<file path="src/rtl/grp_cla_pkg.sv">
package grp_cla_pkg;
    // Selects how a chain of carries is computed
    typedef enum logic {
        CS_RIPPLE    = 1'b0,
        CS_LOOKAHEAD = 1'b1
    } carry_style_e;
endpackage

</file>
<file path="src/rtl/grp_cla_bitcell.sv">
// grp_cla_bitcell: one-bit cell. Forms generate (AND), inclusive-OR
// propagate and the sum bit. It has no carry output, and its p/g
// do not depend on the incoming carry.
module grp_cla_bitcell (
    input  logic a_i,
    input  logic b_i,
    input  logic c_i,
    output logic p_o,
    output logic g_o,
    output logic s_o
);
    // Purpose: bit-level propagate, generate and sum
    always_comb begin
        g_o = a_i & b_i;
        p_o = a_i | b_i;
        s_o = a_i ^ b_i ^ c_i;
    end

    // Purpose: generate must never appear without propagate
    always_comb begin
        AST_GEN_IMPLIES_PROP: assert (!g_o || p_o) else $error("gen without prop");
    end
endmodule

</file>
<file path="src/rtl/grp_cla_group.sv">
// grp_cla_group: L-bit group. Holds the inner adder (ripple or flat
// lookahead, chosen by INNER_STYLE) and forms the group propagate and
// generate, which ignore the group carry-in.
// Assumes L >= 1.
module grp_cla_group
    import grp_cla_pkg::*;
#(
    parameter int           L           = 8,
    parameter carry_style_e INNER_STYLE = CS_LOOKAHEAD
) (
    input  logic [L-1:0] a_i,
    input  logic [L-1:0] b_i,
    input  logic         cin_i,
    output logic [L-1:0] s_o,
    output logic         gp_o,
    output logic         gg_o
);
    logic [L-1:0] bp;
    logic [L-1:0] bg;
    logic [L:0]   cc;

    // Purpose: one cell per bit position
    for (genvar i = 0; i < L; i++) begin : g_cell
        grp_cla_bitcell u_cell (
            .a_i (a_i[i]),
            .b_i (b_i[i]),
            .c_i (cc[i]),
            .p_o (bp[i]),
            .g_o (bg[i]),
            .s_o (s_o[i])
        );
    end

    if (INNER_STYLE == CS_RIPPLE) begin : g_ripple
        // Purpose: carry passes one bit at a time
        always_comb begin
            logic run;
            run   = cin_i;
            cc[0] = cin_i;
            for (int i = 0; i < L; i++) begin
                run     = bg[i] | (bp[i] & run);
                cc[i+1] = run;
            end
        end
    end else begin : g_lookahead
        // Purpose: each carry as a flat OR of products, cin acts as g[-1]
        always_comb begin
            logic term;
            logic acc;
            cc[0] = cin_i;
            for (int i = 1; i <= L; i++) begin
                acc = 1'b0;
                for (int j = -1; j < i; j++) begin
                    term = (j < 0) ? cin_i : bg[j];
                    for (int k = j + 1; k < i; k++) begin
                        term = term & bp[k];
                    end
                    acc = acc | term;
                end
                cc[i] = acc;
            end
        end
    end

    // Purpose: group propagate and generate, independent of cin
    always_comb begin
        logic term;
        gp_o = &bp;
        gg_o = 1'b0;
        for (int j = 0; j < L; j++) begin
            term = bg[j];
            for (int k = j + 1; k < L; k++) begin
                term = term & bp[k];
            end
            gg_o = gg_o | term;
        end
    end

    // Purpose: inner adder carry out agrees with group P/G
    always_comb begin
        AST_GROUP_PG_CARRY: assert (cc[L] == (gg_o | (gp_o & cin_i)))
            else $error("group P/G disagree with inner carry");
    end
endmodule

</file>
<file path="src/rtl/grp_cla_carry_net.sv">
// grp_cla_carry_net: top-level carry network over M groups. Produces
// the carry into each group and the carry-out; GROUP_STYLE picks a
// ripple or flat lookahead form. External carry-in is index -1.
module grp_cla_carry_net
    import grp_cla_pkg::*;
#(
    parameter int           M           = 4,
    parameter carry_style_e GROUP_STYLE = CS_LOOKAHEAD
) (
    input  logic [M-1:0] gp_i,
    input  logic [M-1:0] gg_i,
    input  logic         cin_i,
    output logic [M:0]   c_o
);
    if (GROUP_STYLE == CS_RIPPLE) begin : g_ripple
        // Purpose: group carries chained one after another
        always_comb begin
            logic run;
            run    = cin_i;
            c_o[0] = cin_i;
            for (int i = 0; i < M; i++) begin
                run      = gg_i[i] | (gp_i[i] & run);
                c_o[i+1] = run;
            end
        end
    end else begin : g_lookahead
        // Purpose: each group carry as flat OR of products
        always_comb begin
            logic term;
            logic acc;
            c_o[0] = cin_i;
            for (int i = 1; i <= M; i++) begin
                acc = 1'b0;
                for (int j = -1; j < i; j++) begin
                    term = (j < 0) ? cin_i : gg_i[j];
                    for (int k = j + 1; k < i; k++) begin
                        term = term & gp_i[k];
                    end
                    acc = acc | term;
                end
                c_o[i] = acc;
            end
        end
    end

    // Purpose: a generating group always sends a carry; a killing group never does
    always_comb begin
        for (int i = 0; i < M; i++) begin
            AST_GEN_FORCES_CARRY: assert (!gg_i[i] || c_o[i+1])
                else $error("generate lost");
            AST_KILL_BLOCKS_CARRY: assert (gg_i[i] || gp_i[i] || !c_o[i+1])
                else $error("carry through killing group");
        end
    end
endmodule

</file>
<file path="src/rtl/grp_cla_adder.sv">
// grp_cla_adder: N = L*M bit combinational adder built from M groups
// of L bits and a group carry network. Inner adder and group network
// style are set independently by parameter.
module grp_cla_adder
    import grp_cla_pkg::*;
#(
    parameter int           L           = 8,
    parameter int           M           = 4,
    parameter carry_style_e INNER_STYLE = CS_LOOKAHEAD,
    parameter carry_style_e GROUP_STYLE = CS_LOOKAHEAD,
    localparam int          N           = L * M
) (
    input  logic [N-1:0] op_a,
    input  logic [N-1:0] op_b,
    input  logic         ci,
    output logic [N-1:0] sum,
    output logic         co
);
    logic [M-1:0] grp_p;
    logic [M-1:0] grp_g;
    logic [M:0]   grp_c;

    // Purpose: one group block per L-bit slice
    for (genvar i = 0; i < M; i++) begin : g_grp
        grp_cla_group #(
            .L           (L),
            .INNER_STYLE (INNER_STYLE)
        ) u_grp (
            .a_i   (op_a[i*L +: L]),
            .b_i   (op_b[i*L +: L]),
            .cin_i (grp_c[i]),
            .s_o   (sum[i*L +: L]),
            .gp_o  (grp_p[i]),
            .gg_o  (grp_g[i])
        );
    end

    grp_cla_carry_net #(
        .M           (M),
        .GROUP_STYLE (GROUP_STYLE)
    ) u_net (
        .gp_i  (grp_p),
        .gg_i  (grp_g),
        .cin_i (ci),
        .c_o   (grp_c)
    );

    // Purpose: carry-out is the carry beyond the last group
    always_comb co = grp_c[M];

    // Purpose: end-to-end arithmetic and carry-in handling
    always_comb begin
        AST_SUM_MATCHES: assert ({co, sum} == ({1'b0, op_a} + {1'b0, op_b} + {{N{1'b0}}, ci}))
            else $error("sum mismatch");
        AST_CIN_ONLY: assert (!((op_a == '0) && (op_b == '0)) || ((sum == {{(N-1){1'b0}}, ci}) && !co))
            else $error("carry-in not into group 0");
    end
endmodule

</file>
<file path="config.mk">
export PLATFORM = sky130hd
export DESIGN_NAME = grp_cla_adder
export DESIGN_NICKNAME = d
export VERILOG_FILES = /design/src/rtl/grp_cla_pkg.sv /design/src/rtl/grp_cla_bitcell.sv /design/src/rtl/grp_cla_group.sv /design/src/rtl/grp_cla_carry_net.sv /design/src/rtl/grp_cla_adder.sv
export SDC_FILE = /design/constraint.sdc
export NUM_CORES = 1
export LEC_CHECK = 0
export CAP_MARGIN = 20
export CORE_MARGIN = 8
export CORE_UTILIZATION = 47
export DETAILED_ROUTE_END_ITERATION = 8
export PLACE_DENSITY_LB_ADDON = 0.3
export SYNTH_ARGS = -nofsm -noshare
export SYNTH_HDL_FRONTEND = slang
export SYNTH_HIERARCHICAL = 1
export SYNTH_SLANG_ARGS = --single-unit
</file>
<file path="constraint.sdc">
create_clock -name vclk -period 9.8
set_input_delay 2.94 -clock vclk [all_inputs]
set_output_delay 2.94 -clock vclk [all_outputs]
set_load 0.03 [all_outputs]
</file>
==> run_results.csv, run 1 <==
group,metric,value,unit
power,seq_power_share,0,%
logic_synthesis,mappedNetlistArea,2100,µm²
logic_synthesis,seq_area_frac_synth,0,%
critical_path,crit_path_start_kind,"primary input",
placed_design,dpl_cell_area,3130,µm²
floorplanning,die_w,82.9,µm
power,power_density,81.4,nW/µm²
logic_synthesis,synthCells,287,
critical_path,worstPathRequired,6860,ps
critical_path,cp-end-kind,"primary output",
cells_and_area,antenna_cells,0,
timing,finalSetupViolations,0,
timing,hold_viol_final,0,
routing,wl,5.47,mm
logic_synthesis,yosysMostFrequentCell,"inv_1",
critical_path,path_class,"in2out",
timing,min_period,9440,ps
logic_synthesis,syn_nets,416,
timing,rsz0062_at_grt,"no",
routing,drcViolationCount,0,
cells_and_area,nFlopsAndLatches,0,
critical_path,arrival,6500,ps
placed_design,hpwl,4.97,mm
power,power,255,µW
cells_and_area,areaGrowthSynthToFinish,49.1,%
floorplanning,die_y,82.9,µm
global_routing,grt_pass1_wl,9.36,mm
clocking,hold_buffers,0,
floorplanning,dieArea,6860,µm²
clocking,cts_setup_buffers,0,
timing,worst_slack,365,ps
power,pwr-share-clk,0,%
routing,drt_first_pass_iters,4,
logic_synthesis,netlist_top_cells_area,"ha_1 38%, inv_1 18%, xor2_1 13%",
logic_synthesis,synth.distinct_cells,18,
routing,routed_via_density,4.99,
routing,first_iter_violations,51,
status,status,"completed",
logic_synthesis,yosysTopAreaCell,"ha_1",
logic_synthesis,yosysWarningCount,6,
power,p_leak,1.83,nW
power,sw_frac_of_total,53.1,%
timing,fmax,106,MHz
placed_design,numPortBuffers,98,
power,internal_power,119,µW
timing,slew_viol_final,0,
floorplanning,rows,24,
global_routing,grt_max_degree,6,
cells_and_area,ff_latch_area,0,µm²
global_routing,grt_pass1_vias,2168,
cells_and_area,clkbuf_count,0,
global_routing,grt.total_usage,14.9,%
logic_synthesis,syn_area_per_cell,7.32,µm²
power,pwr-share-comb,100.0,%
floorplanning,core_area,4320,µm²
power,irDropWorstVdd,0.0480,mV
placed_design,place_ws,350,ps
logic_synthesis,synth_top_cell_area_share,38.1,%
timing,final.setup.tns,0,ps
timing,tightest_slew,348,ps
routing,routed-via-count,2171,
routing,antenna_left,0,
routing,wl_per_cell,12.6,µm
placed_design,place.gp.congestion,0.834,
power,switchingPower,135,µW
global_routing,antenna_found_initial,0,
logic_synthesis,synthTopCellsByCount,"100 x inv_1, 64 x ha_1, 32 x xor2_1",
global_routing,overflow,0,
timing,period_share,96.3,%
floorplanning,ios,98,
min_path,hold_class,"in2out",
critical_path,cp_max_fo,4,
floorplanning,start_util,48.6,%
timing,slew_headroom,76.7,%
clocking,post_cts_resized,0,
cells_and_area,final_nets,514,
cells_and_area,drive_gt1_share,4.18,%
cells_and_area,stdcell_area,3130,µm²
run,drv_cap,0,
cells by family (layout without fill, tap and decap cells):
logic type,after synthesis,after routing,synth area share [%]
XOR/XNOR,32,32,13.3
buffers and inverters,102,198,18.6
adder cells (fa/ha/maj),64,64,38.1
AND/OR/NAND/NOR,24,24,5.96
AO/OA/AOI/OAI,65,65,24.0
power by group through the flow:
stage	sequential, mW	combinational [mW]	clock [mW]
finish	0	0.255	0
global route	0	0.274	0
CTS	0	0.257	0
detailed placement	0	0.256	0
global placement	0	0.252	0
floorplan	0	0.150	0
through the flow:
step | instances | util [%] | hold slack [ps]
after floorplan | 287 | - | 6150
after global placement | 435 | 72.4 | 7080
after detailed placement | 435 | 72.4 | 7100
after CTS | 435 | 72.4 | 7100
after global routing | 435 | 72.4 | 7120
final | 435 | 72.4 | 7100
cell type report:
class	instances	area (µm²)
Inverter	100	375
Tap cell	52	65.1
Timing Repair Buffer	98	981
Multi-Input combinational cell	185	1710
Fill cell	352	1190
final timing paths:
path	end	cells past startpoint	startpoint
max	sum[31]	15	op_a[2]
min	sum[0]	3	ci
worst max-delay path, stage by stage:
cell and delay (ps):
clkdlybuf4s50_1 420, inv_1 70, ha_1 140, inv_1 70, a21o_1 180, a211oi_1 230, a2bb2oi_1 90, a21o_1 200
a21o_1 230, a21o_1 210, a21o_1 200, a221o_2 390, a221o_1 320, xor2_1 140, clkdlybuf4s50_1 690
cells in the final DEF, fill, tap and decap left out:
| cell | netlist | routed |
|---|---|---|
| nor3_1 | 4 | 4 |
| xor2_1 | 32 | 32 |
| a211oi_1 | 4 | 4 |
| a221o_1 | 4 | 4 |
| a221o_2 | 4 | 4 |
| a31o_1 | 1 | 1 |
| clkdlybuf4s50_1 | 0 | 98 |
| nand3_1 | 8 | 8 |
| a21o_2 | 8 | 8 |
| a21o_1 | 24 | 24 |
| and3_1 | 8 | 8 |
| a21oi_1 | 8 | 8 |
| ha_1 | 64 | 64 |
| inv_1 | 100 | 100 |
| nand2_1 | 4 | 4 |
| o21ai_0 | 4 | 4 |
| a2bb2oi_1 | 4 | 4 |
| a31o_2 | 4 | 4 |
metal layers:
| layer | up-vias | track usage (%) | part of all wire (%) |
|---|---|---|---|
| met4 | 0 | 0 | 0 |
| met2 | 58 | 30.3 | 52 |
| met3 | 0 | 3.13 | 5.8 |
| met1 | 999 | 15.9 | 42 |
| li1 | 1114 | - | - |
| met5 | - | 0 | 0 |
Note: power is estimated with default switching activity, not from simulation.
==> inputs of run 2 (changes only) <==
--- a/config.mk
+++ b/config.mk
@@ -10,6 +10,7 @@
 export CORE_UTILIZATION = 47
 export DETAILED_ROUTE_END_ITERATION = 8
 export PLACE_DENSITY_LB_ADDON = 0.3
+export SLEW_MARGIN = 20
 export SYNTH_ARGS = -nofsm -noshare
 export SYNTH_HDL_FRONTEND = slang
 export SYNTH_HIERARCHICAL = 1
==> results of run 2 <==
Same layout as run 1: the final DEF is identical, and so are final timing and power.
